## src/rtl/agu_pkg.sv

```systemverilog
package agu_pkg;

  typedef enum logic [2:0] {
    AM_INDIRECT = 3'd0,
    AM_OFFSET   = 3'd1,
    AM_PRE      = 3'd2,
    AM_POST     = 3'd3,
    AM_PCREL    = 3'd4,
    AM_ABS      = 3'd5
  } amode_e;

  typedef enum logic [1:0] {
    SZ_BYTE = 2'b00,
    SZ_HALF = 2'b01,
    SZ_WORD = 2'b10,
    SZ_WRD2 = 2'b11
  } asize_e;

endpackage

```

## src/rtl/agu_offset.sv

```systemverilog
module agu_offset #(
  parameter int AW = 32,
  localparam int SHW = $clog2(AW)
) (
  input  logic           off_sel,
  input  logic [AW-1:0]  imm,
  input  logic [AW-1:0]  roff,
  input  logic [SHW-1:0] shamt,
  output logic [AW-1:0]  off
);

  always_comb begin
    if (off_sel) off = roff << shamt;
    else         off = imm;
  end

endmodule

```

## src/rtl/agu_addr.sv

```systemverilog
module agu_addr
  import agu_pkg::*;
#(
  parameter int AW = 32,
  parameter int PC_STEP = 4,
  parameter int ALIGN_BITS = 2
) (
  input  amode_e        mode,
  input  logic          sub_off,
  input  logic [AW-1:0] base,
  input  logic [AW-1:0] pc,
  input  logic [AW-1:0] imm,
  input  logic [AW-1:0] off,
  output logic [AW-1:0] ea,
  output logic [AW-1:0] wb_val,
  output logic          wb_en
);

  localparam logic [AW-1:0] STEP = AW'(PC_STEP);
  localparam logic [AW-1:0] PC_MASK = ~((AW'(1) << ALIGN_BITS) - AW'(1));

  logic [AW-1:0] pc_src;
  logic [AW-1:0] src;
  logic [AW-1:0] moved;

  always_comb begin
    pc_src = (pc + STEP) & PC_MASK;
    src    = (mode == AM_PCREL) ? pc_src : base;
    moved  = sub_off ? (src - off) : (src + off);
  end

  always_comb begin
    ea     = base;
    wb_val = base;
    wb_en  = 1'b0;
    unique case (mode)
      AM_OFFSET: ea = moved;
      AM_PRE: begin
        ea     = moved;
        wb_val = moved;
        wb_en  = 1'b1;
      end
      AM_POST: begin
        wb_val = moved;
        wb_en  = 1'b1;
      end
      AM_PCREL: ea = moved;
      AM_ABS:   ea = imm;
      default:  ea = base;
    endcase
  end

endmodule

```

## src/rtl/agu_align.sv

```systemverilog
module agu_align
  import agu_pkg::*;
(
  input  asize_e     size,
  input  logic       pair,
  input  logic [1:0] low,
  output logic       fault
);

  always_comb begin
    if (pair || size == SZ_WORD || size == SZ_WRD2) fault = |low;
    else if (size == SZ_HALF)                       fault = low[0];
    else                                            fault = 1'b0;
  end

endmodule

```

## src/rtl/agu_top.sv

```systemverilog
module agu_top
  import agu_pkg::*;
#(
  parameter int AW = 32,
  localparam int SHW = $clog2(AW)
) (
  input  logic           clk,
  input  logic           rst_n,
  input  logic           req_valid,
  input  logic [2:0]     mode,
  input  logic           sub_off,
  input  logic           off_sel,
  input  logic [1:0]     size,
  input  logic           pair,
  input  logic [AW-1:0]  base,
  input  logic [AW-1:0]  pc,
  input  logic [AW-1:0]  imm,
  input  logic [AW-1:0]  roff,
  input  logic [SHW-1:0] shamt,
  output logic           out_valid,
  output logic [AW-1:0]  ea,
  output logic [AW-1:0]  ea2,
  output logic [AW-1:0]  wb_val,
  output logic           wb_en,
  output logic           align_fault
);

  localparam logic [AW-1:0] PAIR_STEP = AW'(4);

  logic [AW-1:0] off_c;
  logic [AW-1:0] ea_c;
  logic [AW-1:0] wbv_c;
  logic          wbe_c;
  logic          flt_c;

  logic [AW-1:0] ea_d, ea2_d, wbv_d;
  logic          vld_d, wbe_d, flt_d;

  agu_offset #(.AW(AW)) u_off (
    .off_sel (off_sel),
    .imm     (imm),
    .roff    (roff),
    .shamt   (shamt),
    .off     (off_c)
  );

  agu_addr #(.AW(AW)) u_addr (
    .mode    (amode_e'(mode)),
    .sub_off (sub_off),
    .base    (base),
    .pc      (pc),
    .imm     (imm),
    .off     (off_c),
    .ea      (ea_c),
    .wb_val  (wbv_c),
    .wb_en   (wbe_c)
  );

  agu_align u_align (
    .size  (asize_e'(size)),
    .pair  (pair),
    .low   (ea_c[1:0]),
    .fault (flt_c)
  );

  // next state
  always_comb begin
    vld_d = req_valid;
    wbe_d = req_valid & wbe_c;
    flt_d = req_valid & flt_c;
    ea_d  = ea;
    ea2_d = ea2;
    wbv_d = wb_val;
    if (req_valid) begin
      ea_d  = ea_c;
      ea2_d = ea_c + PAIR_STEP;
      wbv_d = wbv_c;
    end
  end

  // registers
  always_ff @(posedge clk or negedge rst_n) begin
    if (!rst_n) begin
      out_valid   <= 1'b0;
      wb_en       <= 1'b0;
      align_fault <= 1'b0;
      ea          <= '0;
      ea2         <= '0;
      wb_val      <= '0;
    end else begin
      out_valid   <= vld_d;
      wb_en       <= wbe_d;
      align_fault <= flt_d;
      ea          <= ea_d;
      ea2         <= ea2_d;
      wb_val      <= wbv_d;
    end
  end

endmodule

```

## config.mk

```make
export PLATFORM = sky130hd
export DESIGN_NAME = agu_top
export DESIGN_NICKNAME = d
export VERILOG_FILES = /design/src/rtl/agu_pkg.sv /design/src/rtl/agu_offset.sv /design/src/rtl/agu_addr.sv /design/src/rtl/agu_align.sv /design/src/rtl/agu_top.sv
export SDC_FILE = /design/constraint.sdc
export NUM_CORES = 1
export LEC_CHECK = 0
export CAP_MARGIN = 20
export CELL_PAD_IN_SITES_DETAIL_PLACEMENT = 0
export CELL_PAD_IN_SITES_GLOBAL_PLACEMENT = 1
export CORE_MARGIN = 10
export CORE_UTILIZATION = 40
export CTS_CLUSTER_DIAMETER = 30
export DETAILED_ROUTE_END_ITERATION = 8
export GPL_TIMING_DRIVEN = 0
export HOLD_SLACK_MARGIN = 0.15
export PLACE_DENSITY_LB_ADDON = 0.3
export SLEW_MARGIN = 20
export SYNTH_ARGS = -nofsm -noshare
export SYNTH_HDL_FRONTEND = slang
export SYNTH_HIERARCHICAL = 1
export SYNTH_SLANG_ARGS = --single-unit
```

## constraint.sdc

```tcl
create_clock -name clk -period 1.42 [get_ports clk]
set_input_delay 0.213 -clock clk [delete_from_list [all_inputs] [get_ports clk]]
set_output_delay 0.213 -clock clk [all_outputs]
set_load 0.005 [all_outputs]
```

Yosys cells after proc, flatten, opt, wreduce, memory -nomap -nowiden

Index checks and enable logic that the tools add are counted.

Output and inout port bits: 99
Register bits: 99

Equal/unequal tests: 8
Bitwise logic cells: 2
Reduce and logical (&&, ||, !) cells: 5
Add/subtract/negate cells: 4
Mux-type cells: 8
Shift operators: 1

Operator list:

| cell                                                                  | number |
|---|---|
| 32-bit 2-to-1 mux                                                     | 4 |
| 32-bit by 3-bit adder with 32-bit output, second input constant       | 2 |
| 32-bit one-hot mux with 2 select lines                                | 1 |
| 32-bit adder                                                          | 1 |
| 32-bit by 5-bit << shifter with 32-bit output                         | 1 |
| 32-bit subtractor                                                     | 1 |
| 3-bit by 2-bit equality test with 1-bit output, second input constant | 2 |
| 3-bit equality test, second input constant                            | 2 |
| 2-bit equality test, second input constant                            | 2 |
| 2-bit OR reduction                                                    | 2 |
| 3-bit by 1-bit equality test with 1-bit output, second input constant | 1 |
| 1-bit 2-to-1 mux                                                      | 3 |
| 3-bit OR reduction                                                    | 1 |
| 1-bit bitwise AND                                                     | 2 |
| 2-bit by 1-bit equality test with 1-bit output, second input constant | 1 |
| 1-bit logical OR                                                      | 2 |

Depth between registers and ports, before layout

Word-level depth: 8
Mapped depth: 26
Mapped depth without buffers: 24

Hierarchy

Netlist, hierarchy kept.

By module, submodules not included:

| module     | instances | area an instance (um^2) | cells each |
|---|---|---|---|
| agu_addr   | 1         | 4310.4                  | 703 |
| agu_top    | 1         | 4177.8                  | 340 |
| agu_offset | 1         | 2105.8                  | 266 |
| agu_align  | 1         | 13.8                    | 3 |

Worst setup path after synthesis

Ideal clock, no wire load.

Path type: input port to flip-flop
Start point: input port shamt[1]
End point: register ea2[31]
Path buffers: 4
Arrival: 5.661 ns
Data required time: 1.338 ns
Stages: 25
Slack: -4.323 ns
Cells stage by stage: buf_6 buf_12 clkbuf_8 mux2_2 nor2_1 a211oi_1 a21oi_1 o2bb2ai_1 nor4_1 and2_1 a31oi_1 xnor2_1 ha_1 clkbuf_1 nand2_1 nor2_1 nand3_1 o311ai_0 a21oi_1 xor2_1 o21ai_0 nand4_1 or4_4 or4_1 a31oi_1

Longest elaborated chain between the ends: 6
Elaborated cells between the ends (all ways): 7
Those cells by class: 3 x add/sub; 1 x shift; 3 x mux

Ends and longest elaborated chain:

| element                                           | RTL line         | source |
|---|---|---|
| from (decl)                                       | agu_top.sv:19    | `input logic [SHW-1:0] shamt,` |
| 32-bit by 5-bit << shifter with 32-bit output (*) | agu_offset.sv:13 | `if (off_sel) off = roff << shamt;` |
| 32-bit 2-to-1 mux (*)                             | agu_offset.sv:13 |  |
| net off_c[11]                                     | agu_top.sv:30    | `logic [AW-1:0] off_c;` |
| 32-bit adder or 32-bit subtractor (tied branches) | agu_addr.sv:29   | `moved = sub_off ? (src - off) : (src + off);` |
| 32-bit 2-to-1 mux (*)                             | agu_addr.sv:29   |  |
| 32-bit one-hot mux with 2 select lines (*)        | agu_addr.sv:36   | `unique case (mode)` |
| net ea_c[27]                                      | agu_top.sv:31    | `logic [AW-1:0] ea_c;` |
| 32-bit by 3-bit adder with 32-bit output (*)      | agu_top.sv:76    | `ea2_d = ea_c + PAIR_STEP;` |
| to (signal assigned)                              | agu_top.sv:88    | `ea2 <= '0;` |
| to (signal assigned)                              | agu_top.sv:95    | `ea2 <= ea2_d;` |
| to (decl)                                         | agu_top.sv:22    | `output logic [AW-1:0] ea2,` |

Mark *: on every way through the listed nets, which the timed path passes. The rest lies on a longest branch.
A chain may end at the register's enable or synchronous reset.

Worst setup path after layout

Start point: input port shamt[1]
End point: register ea2[29]

Same word-level chain as after synthesis.

==> results.sh <==
export IMPL_synth_nets=1491
export IMPL_cap_violations=0
export IMPL_reg2reg_depth=2
export IMPL_async_flop_share=1.00
export IMPL_finalCriticalPeriod_ps=5440
export IMPL_cts_root_buf="clkbuf_16"
export IMPL_syn_inst=1312
export IMPL_ioPinCount=243
export IMPL_ys_types=89
export IMPL_overflow=0
export IMPL_rsz0062_at_grt="true"
export IMPL_grt_use_total=0.293
export IMPL_end_kind="register"
export IMPL_dieHeight_um=183
export IMPL_area_growth_pct=72.3
export IMPL_fin_hold_ws_ps=262
export IMPL_path_class="primary input to register"
export IMPL_synth_top_flop_cell="dfrtp_1"
export IMPL_nNetsFinal=1949
export IMPL_dp_cells=1885
export IMPL_synth_top_family_by_area="compound AO/OA/AOI/OAI gates"
export IMPL_hold_class="primary input to asynchronous set/reset pin"
export IMPL_stdcell_area_um2=18300
export IMPL_r2r_setup_slack_ps=500
export IMPL_power_density_nw_per_um2=994
export IMPL_place_ws_ps=-5870
export IMPL_grt_pass1_vias=12600
export IMPL_fin_crit_sh=3.83
export IMPL_vias=13100
export IMPL_synth_seq_area_share=0.229
export IMPL_synth_fa_ha_area_frac=0.0420
export IMPL_die_w_um=183
export IMPL_r2r_start="wb_val[24]$_DFFE_PN0P_"
export IMPL_synth_seq_cells=97
export IMPL_post_route_drc_count=0
export IMPL_fin_ws_ps=-4020
export IMPL_wl_per_cell_um=25.2
export IMPL_synth_compound_area_frac=0.233
export IMPL_clkLatencyLatePin_ps=340
export IMPL_violations="setup timing"
export IMPL_synth_edf_count=0
export IMPL_synth_xor_area_share=0.0760
export IMPL_gp_congestion=1.04
export IMPL_fmax_mhz=184
export IMPL_dieArea_um2=33400
export IMPL_port_buffers=237
export IMPL_htreeDepth=3
export IMPL_utilization=0.701
export IMPL_clock_path_buffers=2
export IMPL_synth_area_mux_share=0.161
export IMPL_final_cell_mix="buf_4 (157), clkdlybuf4s50_1 (115), dlygate4sd2_1 (106)"
export IMPL_antenna_found_initial=1
export IMPL_synthSimpleGateAreaFrac=0.211
export IMPL_outcome="finished, violations left"
export IMPL_crit_arrival_ps=5710
export IMPL_floorplan_initialDensity=0.407
export IMPL_grt_pass1_wl_mm=76.9
export IMPL_relSlewSlack=0.166
export IMPL_synthesis_area_um2=10600
export IMPL_vdd_drop_max_mv=0.858
export IMPL_startpoint_type="primary input"
export IMPL_viasPerCell=6.19
export IMPL_dpl_instance_area_um2=13900
export IMPL_finalNonFillerCells=2111
export IMPL_grt_max_degree=79
export IMPL_p_leak_nw=7.71
export IMPL_drtIter0Drc=1555
export IMPL_clk_pin_slew_ps=70
export IMPL_required_ps=1690
export IMPL_dpl_hpwl_mm=40.4
export IMPL_cts_tree="built"
export IMPL_layout_drive_gt1_share=0.398
export IMPL_worstMarginPinSlew_ps=1250
export IMPL_cts_sinks=97
export IMPL_yosysTopAreaCell="dfrtp_1"
export IMPL_total_power_mw=18.2
export IMPL_tns_ps=-261450
export IMPL_synth_top_cell_area_share=0.229
export IMPL_wl_mm=53.3
export IMPL_reg2reg_to="wb_val[24]$_DFFE_PN0P_"
export IMPL_syn_avg_cell_area_um2=8.09
export IMPL_dr_pass1_iters=6
export IMPL_coreArea_um2=26100
export IMPL_worstPathMaxFanout=6
export IMPL_cts_made_buffers=9
export IMPL_finalSetupViolations=95
export IMPL_synthTopCellsByArea="dfrtp_1 (23%), mux2_2 (9.1%), o21ai_0 (5.4%)"
export IMPL_slew_violations=0
export IMPL_layout_commonest_cell="buf_4"
export IMPL_rows=59
export IMPL_finalClockSkew_ps=0
export IMPL_hold_viol=0
export IMPL_ys_warn_count=6
export IMPL_ant_nets=0
==> kinds of logic after synthesis <==
group                    count (synthesis)
AO/OA/AOI/OAI                          385
AND/OR/NAND/NOR                        440
flip-flops                              97
adder cells (fa/ha/maj)                 35
buffers and inverters                  117
XOR/XNOR                                92
multiplexers                           146
==> worst max-delay path by stage <==
stage                     depth (start not counted)  startpoint             endpoint
final                                            24    shamt[1]  ea2[29]$_DFFE_PN0P_
after global routing                             25    shamt[1]  ea2[29]$_DFFE_PN0P_
after CTS                                        25    shamt[1]  ea2[30]$_DFFE_PN0P_
after detailed placement                         24    shamt[0]  ea2[31]$_DFFE_PN0P_
after global placement                           25    shamt[0]  ea2[31]$_DFFE_PN0P_
after floorplan                                  24    shamt[1]  ea2[31]$_DFFE_PN0P_
==> metal layers <==
metal	global-route usage	vias to the layer above	part of all wire
met5	0	-	0
met4	0.0684	0	0.024
met3	0.0667	79	0.095
met2	0.442	707	0.44
met1	0.415	6461	0.44
li1	-	5827	-
==> critical path, cell delays in order <==
cell and delay (ps):
buf_12 120, buf_4 140, mux2_4 310, mux2_4 320
a21oi_4 210, o2bb2ai_4 90, nor4_4 320, nand2_2 140
nor2_4 230, nor2_1 80, xnor2_1 220, ha_1 320
and3_4 220, a221o_1 360, a21oi_4 280, a2111oi_4 130
buf_4 170, o21ai_4 160, o31ai_4 100, o21ai_2 230
nand4_1 200, or4_1 550, or4_1 430, a31oi_1 170
==> power breakdown <==
part / leakage, nW / internal (mW) / total, mW / switching (mW)
Clock: 0.150 / 1.40 / 2.54 / 1.14
Sequential: 1.14 / 3.41 / 3.78 / 0.371
Combinational: 6.42 / 5.93 / 11.8 / 5.90
Total: 7.71 / 10.7 / 18.2 / 7.41
==> cell type report <==
class | instances | area, um2
buffer | 78 | 664
antenna | 1 | 2.50
fill | 2044 | 7780
inverter | 33 | 131
tap | 335 | 419
clock inverter | 7 | 86.3
multi-input combinational | 1098 | 10100
timing repair buffer | 453 | 4200
clock buffer | 9 | 225
sequential | 97 | 2430
==> timing repair <==
action | 4_1_cts | 5_1_grt
hold buffers | 1 | 0
setup buffers | 143 | 76
endpoints found under the hold margin | 97 | 0
endpoints found under the setup margin | 190 | 101
pin swaps | 130 | 104
resized for setup | 504 | 207
gates cloned | 4 | 0
==> synth_stat cells (4+ instances only) <==
library cell	number
a211oi_1	6
a21boi_0	4
a21o_1	15
a21oi_1	76
a221o_1	7
a221oi_1	5
a22o_1	4
a22oi_1	28
a31oi_1	26
and2_1	10
and3_1	27
and4_1	6
buf_1	4
buf_2	9
buf_4	7
clkbuf_1	60
dfrtp_1	97
ha_1	34
inv_1	31
mux2_2	86
mux2_4	8
mux2i_1	44
mux4_2	6
nand2_1	129
nand2b_1	11
nand3_1	31
nand4_1	28
nor2_1	102
nor2b_1	10
nor3_1	24
nor4_1	7
o211ai_1	11
o21a_1	9
o21ai_0	114
o21bai_1	5
o221ai_1	7
o22ai_1	13
o2bb2ai_1	12
o31ai_1	14
or2_2	4
or3_1	11
or4_1	14
xnor2_1	59
xor2_1	33
==> state kept, by name, summed over array words and instances (netlist names) <==
signal,cells
wb_val,32
align_fault,1
ea2,30
wb_en,1
ea,32
out_valid,1
Power figures use the tool's default switching activity.
